`src/rtl/chdiv_pkg.sv`:
```
package chdiv_pkg;
  localparam int CODE_W    = 8;
  localparam int CH_FIRST  = 1;
  localparam int CH_LAST   = 40;
  localparam int DIV_W     = 12;
  localparam int TX_OFFSET = 91;
  localparam int BASE_STD  = 3254;
  localparam int BASE_ALT  = 3381;

  // 10 kHz slot of a channel in the standard (gapped, reordered) plan
  function automatic int unsigned std_slot(input int unsigned ch);
    int unsigned s;
    if (ch <= 22)
      s = (ch - 1) + (ch >= 4 ? 1 : 0) + (ch >= 8 ? 1 : 0) + (ch >= 12 ? 1 : 0)
        + (ch >= 16 ? 1 : 0) + (ch >= 20 ? 1 : 0);
    else if (ch == 23) s = 29;
    else if (ch == 24) s = 27;
    else if (ch == 25) s = 28;
    else               s = ch + 4;
    return s;
  endfunction

  function automatic logic [DIV_W-1:0] rx_div(input int variant, input int unsigned ch);
    int unsigned v;
    if (variant == 0) v = BASE_STD + 2 * std_slot(ch);
    else              v = BASE_ALT + 2 * (ch - 1);
    return DIV_W'(v);
  endfunction

  function automatic logic code_ok(input logic [CODE_W-1:0] c);
    return (c >= CODE_W'(CH_FIRST)) && (c <= CODE_W'(CH_LAST));
  endfunction
endpackage

```
`src/rtl/chdiv_select.sv`:
```
module chdiv_select
  import chdiv_pkg::*;
#(
  parameter int VARIANT = 0
) (
  input  logic              clk,
  input  logic              rst_n,
  input  logic [CODE_W-1:0] ch_code,
  input  logic              tx_mode,
  output logic [DIV_W-1:0]  div_req,
  output logic              code_bad,
  output logic [CODE_W-1:0] held_ch
);
  logic              ok;
  logic [CODE_W-1:0] ch_next;

  always_comb begin
    ok      = code_ok(ch_code);
    ch_next = ok ? ch_code : held_ch;
  end

  always_ff @(posedge clk or negedge rst_n) begin
    if (!rst_n) begin
      held_ch  <= CODE_W'(CH_FIRST);
      div_req  <= rx_div(VARIANT, CH_FIRST);
      code_bad <= 1'b0;
    end else begin
      held_ch  <= ch_next;
      code_bad <= !ok;
      div_req  <= rx_div(VARIANT, 32'(ch_next)) + (tx_mode ? DIV_W'(TX_OFFSET) : '0);
    end
  end
endmodule

```
`src/rtl/chdiv_counter.sv`:
```
module chdiv_counter #(
  parameter int           W        = 12,
  parameter logic [W-1:0] INIT_DIV = '1
) (
  input  logic         clk,
  input  logic         rst_n,
  input  logic         tick,
  input  logic [W-1:0] div_in,
  output logic         pulse,
  output logic         tc,
  output logic [W-1:0] cur_div,
  output logic [W-1:0] remaining
);
  assign tc = tick && (remaining == '0);

  always_ff @(posedge clk or negedge rst_n) begin
    if (!rst_n) begin
      remaining <= '0;
      cur_div   <= INIT_DIV;
      pulse     <= 1'b0;
    end else begin
      pulse <= tc;
      if (tc) begin
        remaining <= div_in - W'(1);
        cur_div   <= div_in;
      end else if (tick) begin
        remaining <= remaining - W'(1);
      end
    end
  end
endmodule

```
`src/rtl/chdiv_lock.sv`:
```
module chdiv_lock #(
  parameter int WIN_W    = 4,
  parameter int LOCK_RUN = 16
) (
  input  logic             clk,
  input  logic             rst_n,
  input  logic             fb_p,
  input  logic             ref_p,
  input  logic             force_low,
  input  logic [WIN_W-1:0] window,
  output logic             locked,
  output logic             good_evt,
  output logic             bad_evt
);
  localparam int               AGE_W   = WIN_W + 1;
  localparam int               RUN_W   = $clog2(LOCK_RUN + 1);
  localparam logic [AGE_W-1:0] AGE_MAX = '1;
  localparam logic [RUN_W-1:0] RUN_MAX = RUN_W'(LOCK_RUN);

  logic [AGE_W-1:0] fb_age, ref_age, fb_now, ref_now, win_ext;
  logic [RUN_W-1:0] streak, streak_n;
  logic             waiting, wait_n;

  always_comb begin
    win_ext  = {1'b0, window};
    fb_now   = fb_p  ? '0 : fb_age;
    ref_now  = ref_p ? '0 : ref_age;
    good_evt = 1'b0;
    bad_evt  = 1'b0;
    wait_n   = waiting;
    if (ref_p) begin
      bad_evt = waiting;
      if (fb_now <= win_ext) begin
        good_evt = 1'b1;
        wait_n   = 1'b0;
      end else begin
        wait_n = 1'b1;
      end
    end else if (waiting) begin
      if (fb_p && (ref_now <= win_ext)) begin
        good_evt = 1'b1;
        wait_n   = 1'b0;
      end else if (ref_now > win_ext) begin
        bad_evt = 1'b1;
        wait_n  = 1'b0;
      end
    end
    streak_n = bad_evt ? '0 : streak;
    if (good_evt && (streak_n != RUN_MAX)) streak_n = streak_n + RUN_W'(1);
  end

  always_ff @(posedge clk or negedge rst_n) begin
    if (!rst_n) begin
      fb_age  <= AGE_MAX;
      ref_age <= AGE_MAX;
      streak  <= '0;
      locked  <= 1'b0;
      waiting <= 1'b0;
    end else begin
      fb_age  <= fb_p  ? AGE_W'(1) : ((fb_age  == AGE_MAX) ? AGE_MAX : fb_age  + AGE_W'(1));
      ref_age <= ref_p ? AGE_W'(1) : ((ref_age == AGE_MAX) ? AGE_MAX : ref_age + AGE_W'(1));
      if (force_low) begin
        streak  <= '0;
        locked  <= 1'b0;
        waiting <= 1'b0;
      end else begin
        streak  <= streak_n;
        locked  <= (streak_n == RUN_MAX);
        waiting <= wait_n;
      end
    end
  end
endmodule

```
`src/rtl/chdiv_synth.sv`:
```
module chdiv_synth
  import chdiv_pkg::*;
#(
  parameter int VARIANT    = 0,
  parameter int REF_CLK_HZ = 10_240_000,
  parameter int STEP_HZ    = 5000,
  parameter int WIN_W      = 4,
  parameter int LOCK_RUN   = 16
) (
  input  logic              clk,
  input  logic              rst_n,
  input  logic [CODE_W-1:0] ch_code,
  input  logic              tx_mode,
  input  logic              vco_tick,
  input  logic              ref_tick,
  input  logic [WIN_W-1:0]  lock_window,
  output logic              fb_pulse,
  output logic              ref_pulse,
  output logic              lock
);
  localparam int REF_DIV = REF_CLK_HZ / STEP_HZ;
  localparam int REF_W   = $clog2(REF_DIV + 1);

  logic [DIV_W-1:0]  div_req, fb_div, fb_rem;
  logic [REF_W-1:0]  ref_div, ref_rem;
  logic [CODE_W-1:0] held_ch;
  logic              code_bad, fb_tc, ref_tc, good_evt, bad_evt;

  chdiv_select #(.VARIANT(VARIANT)) u_sel (
    .clk(clk), .rst_n(rst_n), .ch_code(ch_code), .tx_mode(tx_mode),
    .div_req(div_req), .code_bad(code_bad), .held_ch(held_ch)
  );

  chdiv_counter #(.W(DIV_W), .INIT_DIV(rx_div(VARIANT, CH_FIRST))) u_fb_div (
    .clk(clk), .rst_n(rst_n), .tick(vco_tick), .div_in(div_req),
    .pulse(fb_pulse), .tc(fb_tc), .cur_div(fb_div), .remaining(fb_rem)
  );

  chdiv_counter #(.W(REF_W), .INIT_DIV(REF_W'(REF_DIV))) u_ref_div (
    .clk(clk), .rst_n(rst_n), .tick(ref_tick), .div_in(REF_W'(REF_DIV)),
    .pulse(ref_pulse), .tc(ref_tc), .cur_div(ref_div), .remaining(ref_rem)
  );

  chdiv_lock #(.WIN_W(WIN_W), .LOCK_RUN(LOCK_RUN)) u_lock (
    .clk(clk), .rst_n(rst_n), .fb_p(fb_pulse), .ref_p(ref_pulse),
    .force_low(code_bad), .window(lock_window), .locked(lock),
    .good_evt(good_evt), .bad_evt(bad_evt)
  );
endmodule

```
`config.mk`:
```
export PLATFORM = sky130hd
export DESIGN_NAME = chdiv_synth
export DESIGN_NICKNAME = d
export VERILOG_FILES = /design/src/rtl/chdiv_pkg.sv /design/src/rtl/chdiv_select.sv /design/src/rtl/chdiv_counter.sv /design/src/rtl/chdiv_lock.sv /design/src/rtl/chdiv_synth.sv
export SDC_FILE = /design/constraint.sdc
export NUM_CORES = 1
export LEC_CHECK = 0
export BUFFER_PORTS_ARGS = -buffer_cell sky130_fd_sc_hd__buf_2
export CORE_UTILIZATION = 60
export CTS_CLUSTER_SIZE = 10
export DETAILED_ROUTE_END_ITERATION = 10
export GPL_ROUTABILITY_DRIVEN = 0
export PLACE_DENSITY = 0.79
export SKIP_LAST_GASP = 1
export SLEW_MARGIN = 40
export SYNTH_ARGS = -nofsm -noshare
export SYNTH_HDL_FRONTEND = slang
export SYNTH_SLANG_ARGS = --single-unit
```
`constraint.sdc`:
```
create_clock -name clk -period 5.5 [get_ports clk]
set_clock_uncertainty 0.05 [all_clocks]
set_input_delay 1.1 -clock clk [delete_from_list [all_inputs] [get_ports clk]]
set_output_delay 1.1 -clock clk [all_outputs]
set_load 0.05 [all_outputs]
```
# Word-level counts from Yosys, hierarchy flattened
# Cells that the tools add are included.
# word_totals
input_bits	17
ram_bits	0
out_inout_bits	3
word_cells	94
latchBits	0
register_bits	64
romBits	0
memories	0
# classes
order_cmp	11
n_mul	0
bitwise_logic	0
muxes	39
n_addsub	15
eq_ne	7
shifts	0
div_mod_pow	0
reduce_logical	10
# ops
cell	n
$mux 12	4
$mux 5	9
$add 11x1->11	4
$sub 12x1->12 const B	3
$mux 11	3
$eq 8x5->1 const B	3
$logic_not 12->1	2
$mux 1	20
$ge 8x4->1 const B	2
$ge 8x5->1 const B	2
$add 5x1->5 const B	3
$eq 5x5->1 const B	3
$add 12x12->12	1
$add 12x12->12 const A	1
$add 9x2->10	1
$le 5x4->1	2
$add 8x3->9 const B	1
$mux 9	1
$sub 8x1->9 const B	1
$ge 8x1->1 const B	1
$ge 8x3->1 const B	1
$le 8x5->1 const B	1
$le 8x6->1 const B	1
$mux 8	1
6 further kinds	11

# Depth between registers and ports, before layout
# Gate-level depths: netlist (run 1).
# depth
ltp_word	13
ltp_mapped	30
depth_no_buf	29

# By module
# Synthesis (run 1) repeated with hierarchy kept, for this count alone.
# hier_totals
hier_cells	633
area_unflattened_um2	6202.2
# modules_own_cells
mod	seq_area_each_um2	area_per_inst_um2	cells_per_inst	instances
chdiv_select	535.5	2177.1	232	1
chdiv_counter at u_fb_div	634.4	1407.6	134	1
chdiv_counter at u_ref_div	626.9	1400.1	134	1
chdiv_lock	437.9	1209.9	131	1
chdiv_synth	0.0	7.5	2	1

# Worst setup path after synthesis (run 1)
# No wires, ideal clock.
# synth_timing
kind	in2reg
startpoint	in ch_code[4]
endpoint	reg u_sel.div_req[11]
path_buffers	2
arrival_time_ps	6720
t_required_ps	5369
setup_ps	81
setup_slack_ps	-1351
path_stages	27
cell_sequence	buf_2 or4_1 and2_1 nor2_2 mux2i_1 ha_1 clkbuf_1 a211oi_1 fa_1 inv_1 fa_1 inv_1 fa_1 or2_2 a211o_1 a211o_1 a21oi_2 nand2b_1 inv_2 ha_1 inv_1 o21bai_1 a21o_1 nand2_1 o211ai_1 a21oi_1 o21ai_1
# synth_via
elab_chain_len	13
elab_cells_between_ends	31
cone_classes	9 x add/sub; 8 x order compare; 3 x eq/ne; 10 x mux; 1 x reduce/logical
# synth_rtl
item	line_no	text
start: declaration	chdiv_synth.sv:12	input logic [CODE_W-1:0] ch_code,
$ge 8x1->1 / $le 8x6->1 (equally long branches)	chdiv_pkg.sv:31	return (c >= CODE_W'(CH_FIRST)) && (c <= CODE_W'(CH_LAST));
$logic_and 1x1->1	chdiv_pkg.sv:31	
$mux 8 *	chdiv_select.sv:19	ch_next = ok ? ch_code : held_ch;
$ge 8x3->1	chdiv_pkg.sv:14	s = (ch - 1) + (ch >= 4 ? 1 : 0) + (ch >= 8 ? 1 : 0) + (ch >= 12 ? 1 : 0)
$mux 1	chdiv_pkg.sv:14	
$add 9x2->10	chdiv_pkg.sv:14	
$add 11x1->11 (2 in a row)	chdiv_pkg.sv:14	
$add 11x1->11 (2 in a row)	chdiv_pkg.sv:15	+ (ch >= 16 ? 1 : 0) + (ch >= 20 ? 1 : 0);
$mux 11 *	chdiv_pkg.sv:13	if (ch <= 22)
$add 12x12->12 *	chdiv_pkg.sv:25	if (variant == 0) v = BASE_STD + 2 * std_slot(ch);
$add 12x12->12 *	chdiv_select.sv:30	div_req <= rx_div(VARIANT, 32'(ch_next)) + (tx_mode ? DIV_W'(TX_OFFSET) : '0);
end signal: assignment	chdiv_select.sv:25	div_req <= rx_div(VARIANT, CH_FIRST);
end signal: assignment	chdiv_select.sv:30	
end: declaration	chdiv_select.sv:10	output logic [DIV_W-1:0] div_req,
# Every way passes the cells marked *; elsewhere a longest branch is shown, timed or not.
# A chain may end at the register's enable or synchronous reset.

# Final worst setup path (run 1)
# layout_timing
startpoint	in ch_code[1]
endpoint	reg u_sel.div_req[11]
# Same word-level chain as after synthesis.

==> impl_metrics.toml, run 1 <==
[status]
outcome = "complete, but fails checks"
violations = "negative setup slack"

[critical_path]
worst_setup_path_start_kind = "primary input"
required_ps = 5740
path_class = "in2reg"
cp.arrival_ps = 6280
reg2reg_slack_ps = 400
rr_startpoint = "u_sel.held_ch[3]$_DFF_PN0_"
worstSetupEndpointType = "flip-flop"
cp_max_fo = 3
slowest_stage = "or4_4"
max_stage_delay_ps = 550
cpMostUsedCell = "a21oi_2"
rr_worst_depth = 25
r2r-end = "u_sel.div_req[11]$_DFF_PN1_"

[detailed_routing]
drc = 0
wl_per_cell_um = 15.9
postRouteAntennaNets = 0
via_per_inst = 5.89
dr_total_vias = 4531
finalWirelength_mm = 12.2
drtIter0Drc = 239
drtPass1Iterations = 5

[cells_and_area]
register_area_um2 = 1620
finalInstanceArea_um2 = 6120
fill_cells = 483
syn2layout_area_growth_pct = 28.2
drive_gt1_share_pct = 33.1
most-common-layout-cells = "buf_4, nand2_1, dfrtp_1, nor2_1, a21oi_1"
n_antenna_cell = 0
multiInputGateArea_um2 = 3160
instances_no_fill = 769
final_nets = 720
layout_commonest_cell = "buf_4"

[grt]
grt_usage_pct = 30.6
grt_pass1_wl_mm = 20.1
top_usage_layer = "met2"
grt_pass1_vias = 4404
grt.met3_usage_pct = 4.61
grt-ovfl-total = 0
use_met2_pct = 54.2
grt_max_degree = 65
grt_use_met1_pct = 37.0
grt_antenna_before_repair = 0

[clock_tree]
clkTransAtPathRegs_ps = 80
cts_tree = "built"
clock_sinks = 64
clkLatencyLatePin_ps = 360
clockBufferDepth = 2
htreeDepth = 3
cts_buffers = 9
hold_buffers = 0
cts-root-buf = "clkbuf_8"

[yosys]
syn_inst = 549
yosys_warnings = 0
synth_top_cell_area_share_pct = 24.1
ys.flop_type = "dfrtp_1"
synth.cell_area_um2 = 4770
synth_edf_count = 0
ys_seq_area_share_pct = 34.0
yosys.cell_types.count = 66
yosys_register_bits = 64
synth_top_area_cell = "dfrtp_1"
synth_area_leaders = "dfrtp_1, dfstp_2, ha_1"
synth.avg_cell_area_um2 = 8.69
synthArstFlopShare_pct = 100
synth_nets = 607

[power]
finalPower_mw = 3.21
clock_power_share_pct = 11.9
p_sw_mw = 1.31
pwr-share-seq_pct = 26.7
p_comb_share_pct = 61.5
p_leak_nw = 2.84
p_sw_share_pct = 40.8
p_per_area_nw_per_um2 = 524
ir_drop_uv = 445
power.internal_mw = 1.90

[placed_design]
dp.cells = 734
dp_hpwl_mm = 8.42
dpl_cell_area_um2 = 5630
place.port_buffers = 19

[worst_hold_path]
hold_start = "u_ref_div.remaining[2]$_DFFE_PN0P_"
whs_endpoint = "u_ref_div.remaining[2]$_DFFE_PN0P_"
hold_depth = 1
hold_class = "reg2reg"

[timing]
rsz0062_at_grt = "yes"
hold_viol = 0
setup_ws_ps = -537
period_share_pct = 110
setup_viol = 6
min_period_ps = 6040
fmax_mhz = 166
max-slew-margin-rel_pct = 55.5
worst_pin_slew_ps = 665
final_max_slew_viol_count = 0

[die]
dieArea_um2 = 8320
die_h_um = 91.2
start_util_pct = 61.8
core_um2 = 7730
die_w_um = 91.2
fp-row-count = 32
io_pins = 20

[job]
maxCapViolCount = 0
[metal layers]
| metal | up-vias | wire, um |
|---|---|---|
| li1 | 2189 | - |
| met1 | 2192 | 5250 |
| met2 | 119 | 6200 |
| met3 | 31 | 412 |
| met4 | 0 | 350 |
| met5 | - | 0 |
[cell families (layout without fill, tap and decap cells)]
group,count (synthesis),after routing,synth area share (%)
muxes,7,7,1.52
xor gates and xnor gates,40,40,7.34
and+or+nand+nor,191,191,20.1
adders and majority gates,41,41,11.4
DFF,64,64,34.0
AOI/OAI and AO/OA,146,146,20.7
buffers and inverters,60,178,4.95
[Yosys cell counts (9+ instances only)]
cell,count
nand3_1,13
inv_1,43
nor2b_1,10
nor2_1,39
nand2_1,48
xnor2_1,30
o21a_1,9
clkbuf_1,9
dfrtp_1,46
a21oi_1,40
xor2_1,10
nand4_1,13
ha_1,37
dfstp_2,18
nor3_1,21
o21ai_0,22
nand2b_1,14
[registers in the layout, indices dropped and copies added (netlist names), 5 cells and up]
| signal | flops |
|---|---|
| u_lock.ref_age | 5 |
| u_lock.fb_age | 5 |
| u_sel.held_ch | 8 |
| u_lock.streak | 5 |
| u_ref_div.remaining | 12 |
| u_fb_div.remaining | 12 |
| u_sel.div_req | 12 |
[power groups by stage]
stage / logic (mW) / registers, mW / clock network (mW)
floorplan: 1.07 / 0.806 / 0
global placement: 1.49 / 0.843 / 0
detailed placement: 1.57 / 0.854 / 0
CTS: 1.72 / 0.848 / 0.384
global route: 2.16 / 0.881 / 0.409
finish: 1.97 / 0.855 / 0.380
[worst max-delay path, delay by kind of cell]
kind,cells,cell delay [ps]
buffers and inverters,6,540
adders and majority gates,5,1590
AOI/OAI and AO/OA,11,1430
xor gates and xnor gates,1,110
and+or+nand+nor,5,1180
muxes,1,300
[worst max path at each step]
stage                          start  slack (ps)                          end
after floorplan           ch_code[3]        -570  u_sel.div_req[11]$_DFF_PN1_
after global placement    ch_code[1]        -530  u_sel.div_req[11]$_DFF_PN1_
after detailed placement  ch_code[1]        -780  u_sel.div_req[11]$_DFF_PN1_
after CTS                 ch_code[1]        -350  u_sel.div_req[11]$_DFF_PN1_
after global routing      ch_code[1]        -750  u_sel.div_req[11]$_DFF_PN1_
final                     ch_code[1]        -540  u_sel.div_req[11]$_DFF_PN1_
[through the flow]
stage | utilization, % | worst slack, ps | hold WS, ps | TNS [ps]
after detailed placement | 72.8 | -776 | 405 | -3470
after CTS | 76.9 | -353 | 435 | -1110
after floorplan | - | -566 | 387 | -1660
final | 79.2 | -537 | 430 | -1950
after global routing | 79.2 | -747 | 448 | -3120
after global placement | 72.8 | -531 | 402 | -2300
[cell type report]
class / count / area share (%)
clock inverter: 6 / 0.736
clock buffer: 10 / 2.25
sequential: 64 / 26.5
tap: 102 / 2.09
inverter: 46 / 2.90
multi-input combinational: 425 / 51.6
timing repair buffer: 116 / 13.9
[repair_timing]
| action | 4_1_cts | 5_1_grt |
|---|---|---|
| gates resized for setup | 15 | 21 |
| setup endpoints to repair | 4 | 7 |
| buffers inserted | 10 | 9 |
| pin swaps | 3 | 25 |
Power figures use the tool's default switching activity.
==> run 2: changes to the inputs <==
PLACE_DENSITY = unset   (was 0.79)
PLACE_DENSITY_LB_ADDON = 0.1   (was unset)
==> run 2 against run 1 <==
Compared with the run above: the flow still finishes with violations (negative setup slack); sequential share of layout area is 0.097 points lower; critical path depth down 1; final area rose by 0.37%; via count up 1.3%; flip-flop and latch count is the same; final cell count increased by 0.13%; register-to-register slack better by 30 ps; total power about the same; highest routed layer unchanged.
==> impl_metrics.toml, run 2 (synthesized netlist as in run 1, its figures left out) <==
[die]
dieArea_um2 = 8320
io_pins = 20
fp-row-count = 32
core_um2 = 7730
start_util_pct = 61.8
die_w_um = 91.2
die_h_um = 91.2

[timing]
rsz0062_at_grt = "yes"
fin_tns_setup_ps = -2120
max-slew-margin-rel_pct = 55.9
worst_pin_slew_ps = 659
setup_viol = 6
setup_ws_ps = -538
hold_viol = 0
final_max_slew_viol_count = 0
period_share_pct = 110
fmax_mhz = 166
min_period_ps = 6040

[cells_and_area]
final_nets = 721
layout_commonest_cell = "buf_4"
syn2layout_area_growth_pct = 28.7
n_antenna_cell = 0
drive_gt1_share_pct = 32.5
most-common-layout-cells = "buf_4, nand2_1, dfrtp_1, nor2_1, inv_1"
reg_top3 = "u_fb_div.remaining x12, u_ref_div.remaining x12, u_sel.div_req x12"

[detailed_routing]
postRouteAntennaNets = 0
drtIter0Drc = 224
finalWirelength_mm = 12.2
dr_total_vias = 4592
drtPass1Iterations = 6
wl_per_cell_um = 15.8
via_per_inst = 5.96
drc = 0

[critical_path]
required_ps = 5740
worst_setup_path_start_kind = "primary input"
worstSetupEndpointType = "flip-flop"
rr_worst_depth = 26
cp_max_fo = 4
reg2reg_slack_ps = 430
cp.arrival_ps = 6270
r2r-end = "u_sel.div_req[11]$_DFF_PN1_"
path_class = "in2reg"
rr_startpoint = "u_sel.held_ch[2]$_DFF_PN0_"

[clock_tree]
clock_sinks = 64
clkTransAtPathRegs_ps = 90
cts_buffers = 9
cts_tree = "built"
cts-root-buf = "clkbuf_8"
clkLatencyLatePin_ps = 350
clockBufferDepth = 2
htreeDepth = 3
hold_buffers = 0

[worst_hold_path]
hold_start = "u_ref_div.remaining[2]$_DFFE_PN0P_"
whs_endpoint = "u_ref_div.remaining[2]$_DFFE_PN0P_"
hold_depth = 1
hold_class = "reg2reg"

[power]
ir_drop_uv = 414
p_per_area_nw_per_um2 = 522
p_leak_nw = 2.86
finalPower_mw = 3.21

[grt]
grt_max_degree = 65
grt_usage_pct = 29.5
grt_pass1_wl_mm = 19.6
grt_pass1_vias = 4518
grt_antenna_before_repair = 0
grt-ovfl-total = 0

[job]
maxCapViolCount = 0

[status]
violations = "negative setup slack"
outcome = "complete, but fails checks"

[placed_design]
dp_hpwl_mm = 8.25
place.port_buffers = 19
run 2: layout make-up:
| class | instances | area (um^2) |
|---|---|---|
| clock inverters | 7 | 72.6 |
| multi-input cells | 425 | 3170 |
| inverters | 46 | 178 |
| fillers | 514 | 1580 |
| repair buffers | 117 | 848 |
| clock buffers | 9 | 124 |
| flip-flops and latches | 64 | 1620 |
| well taps | 102 | 128 |
run 2: how the worst max path moves through the flow:
stage / from / to / slack, ps
finish: ch_code[1] / u_sel.div_req[11]$_DFF_PN1_ / -540
global route: ch_code[1] / u_sel.div_req[11]$_DFF_PN1_ / -710
CTS: ch_code[1] / u_sel.div_req[11]$_DFF_PN1_ / -360
floorplan: ch_code[3] / u_sel.div_req[11]$_DFF_PN1_ / -570
global placement: ch_code[1] / u_sel.div_req[11]$_DFF_PN1_ / -590
detailed placement: ch_code[1] / u_sel.div_req[11]$_DFF_PN1_ / -790
run 2: per-stage QoR:
stage / utilization, % / instance area, um^2 / setup WS, ps / instances / hold slack [ps]
2_1_floorplan: - / 4910 / -566 / 549 / 387
3_3_place_gp: 72.7 / 5620 / -587 / 733 / 405
3_5_place_dp: 72.7 / 5620 / -786 / 733 / 413
4_1_cts: 77.4 / 5980 / -363 / 761 / 428
5_1_grt: 79.5 / 6140 / -711 / 770 / 443
6_report: 79.5 / 6140 / -538 / 770 / 425
run 2: worst max-delay path, stage by stage:
cell      delay [ps]
buf_6             90
or4_4            540
mux2i_1          210
a21o_1           200
inv_2             70
buf_4            130
buf_4            130
ha_1             250
a211oi_4         210
fa_1             460
inv_2             80
fa_2             220
inv_2             40
fa_2             340
or2_4            250
a211o_1          270
a211o_1          260
a21oi_2          180
nand2b_4         180
inv_4             50
ha_4             270
inv_2             40
o21bai_1         150
a21o_1           170
nand2_1           60
o211ai_1         100
a21oi_1           90
o21ai_1          120
run 2: power breakdown:
group          total [mW]  switching (mW)  internal, mW
registers           0.854           0.168         0.686
logic                1.94           0.936          1.01
clock network       0.409           0.200         0.209
run 2: what timing repair did:
action | 4_1_cts | 5_1_grt
buffers inserted | 12 | 10
gates resized for setup | 13 | 18
endpoints found under the setup margin | 5 | 6
pin swaps | 19 | 18
run 2: per-layer routing:
layer	track usage (%)	up-vias	routed length (um)
met5	0	-	0
met4	14.6	0	435
met3	5.53	48	576
met2	52.0	158	6130
met1	34.2	2202	5050
li1	-	2184	-
==> run 3: changes to the inputs <==
clock period = 7.2 ns   (was 5.5 ns; I/O delays follow)
==> run 3 against run 2 <==
Compared with the run above: the run now ends clean; flip-flop and latch count unchanged; final area shrank 15%; final cell count shrank 11%; global-route usage shrank 4.5 points; hold slack lost 14 ps; count of clock-buffer cells in the layout is 4 higher; die area is the same; register-to-register slack better by 1400 ps; largest cell class unchanged; largest power group unchanged.
==> impl_metrics.toml, run 3 (synthesized netlist as in run 1, its figures left out) <==
[cells_and_area]
multiInputGateArea_um2 = 2930
syn2layout_area_growth_pct = 8.94
final_nets = 633
utilization_pct = 67.3
register_area_um2 = 1620
instances_no_fill = 682
drive_gt1_share_pct = 15.2
layout_commonest_cell = "nand2_1"
reg_top3 = "u_fb_div.remaining x12, u_ref_div.remaining x12, u_sel.div_req x12"
most-common-layout-cells = "nand2_1, dfrtp_1, inv_1, a21oi_1, nor2_1"
n_antenna_cell = 0
fill_cells = 633

[detailed_routing]
via_per_inst = 5.76
dr_total_vias = 3925
drtIter0Drc = 209
wl_per_cell_um = 13.8
wl_met1_mm = 4.47
postRouteAntennaNets = 0
route.met2.wl_mm = 4.44
finalWirelength_mm = 9.39
dr.max_layer_used = "met4"
drc = 0
drtPass1Iterations = 4
dr_wl_met3_um = 276

[critical_path]
r2r-end = "u_sel.div_req[11]$_DFF_PN1_"
cp_num_cells = 27
reg2reg_slack_ps = 1840
cp.arrival_ps = 7030
slowest_stage = "or4_4"
rr_startpoint = "u_sel.held_ch[3]$_DFF_PN0_"
rr_worst_depth = 24
crit_buf_inv = 6
required_ps = 7410
path_delay_family = "compound AO/OA/AOI/OAI gates"
max_stage_delay_ps = 560
worst_setup_path_start_kind = "primary input"
path_class = "in2reg"
cp_max_fo = 14
worstSetupEndpointType = "flip-flop"

[die]
die_h_um = 91.2
fp-row-count = 32
io_pins = 20
core_um2 = 7730
dieArea_um2 = 8320
die_w_um = 91.2
start_util_pct = 61.8

[worst_hold_path]
hold_depth = 1
whs_endpoint = "u_ref_div.remaining[2]$_DFFE_PN0P_"
hold_class = "reg2reg"
hold_start = "u_ref_div.remaining[2]$_DFFE_PN0P_"

[grt]
grt_antenna_before_repair = 0
grt_max_degree = 65
grt_usage_pct = 25.0
grt_pass1_vias = 3833
grt-ovfl-total = 0
grt_pass1_wl_mm = 16.8

[clock_tree]
post_cts_buffers = 0
cts_buffers = 9
clkLatencyLatePin_ps = 330
clock_sinks = 64
cts_tree = "built"
cts-root-buf = "clkbuf_8"
clockBufferDepth = 2
htreeDepth = 3
clkTransAtPathRegs_ps = 70

[placed_design]
dp.cells = 666
dp_hpwl_mm = 7.04
place.port_buffers = 19

[power]
p_leak_nw = 2.38
ir_drop_uv = 170
p_per_area_nw_per_um2 = 359
finalPower_mw = 1.87

[timing]
setup_viol = 0
final_max_slew_viol_count = 0
period_share_pct = 94.8
min_period_ps = 6820
fin_tns_setup_ps = 0
fmax_mhz = 147
worst_pin_slew_ps = 688
rsz0062_at_grt = "no"
hold_viol = 0
max-slew-margin-rel_pct = 53.5

[job]
maxCapViolCount = 0

[status]
outcome = "complete, no violations"
[run 3: cell types whose count changed in the layout (fill, tap and decap cells not counted), moves of 4 or more]
cell / delta
buf_4: -86
inv_1: +7
ha_1: +6
a21oi_1: +5
ha_4: -5
inv_2: -5
a21oi_2: -4
[run 3: where the power goes]
part | internal, mW | switching [mW] | leakage [nW] | total, mW
Clock | 0.143 | 0.134 | 0.0894 | 0.277
Combinational | 0.436 | 0.509 | 1.52 | 0.945
Sequential | 0.524 | 0.119 | 0.767 | 0.643
Total | 1.10 | 0.762 | 2.38 | 1.87
[run 3: metal layers]
metal  vias up  global-route usage (%)
li1       2013                       -
met4         0                    9.92
met1      1830                    32.6
met5         -                       0
met2        68                    40.9
met3        14                    4.77
[run 3: cell type report]
class / count / share of cell area [%]
inverter: 46 / 3.32
clock buffer: 13 / 3.06
sequential: 64 / 31.2
clock inverter: 3 / 0.337
timing repair buffer: 29 / 3.34
multi-input combinational: 425 / 56.3
tap: 102 / 2.45
[run 3: worst max path at each step]
stage / start / end
6_report: ch_code[3] / u_sel.div_req[11]$_DFF_PN1_
5_1_grt: ch_code[3] / u_sel.div_req[11]$_DFF_PN1_
4_1_cts: ch_code[4] / u_sel.div_req[11]$_DFF_PN1_
3_5_place_dp: ch_code[4] / u_sel.div_req[11]$_DFF_PN1_
3_3_place_gp: ch_code[4] / u_sel.div_req[11]$_DFF_PN1_
2_1_floorplan: ch_code[4] / u_sel.div_req[11]$_DFF_PN1_
[run 3: what timing repair did]
| action | CTS | global route |
|---|---|---|
| setup endpoints to repair | 0 | 1 |
| hold buffers | 0 | 0 |
| resized for setup | 0 | 4 |
[run 3: metrics by stage]
step	setup slack (ps)	hold slack, ps	cell area, um^2
2_1_floorplan	9.02	387	4770
6_report	377	411	5200
5_1_grt	19.9	449	5200
3_5_place_dp	102	404	5010
4_1_cts	456	418	5180
3_3_place_gp	263	403	5010
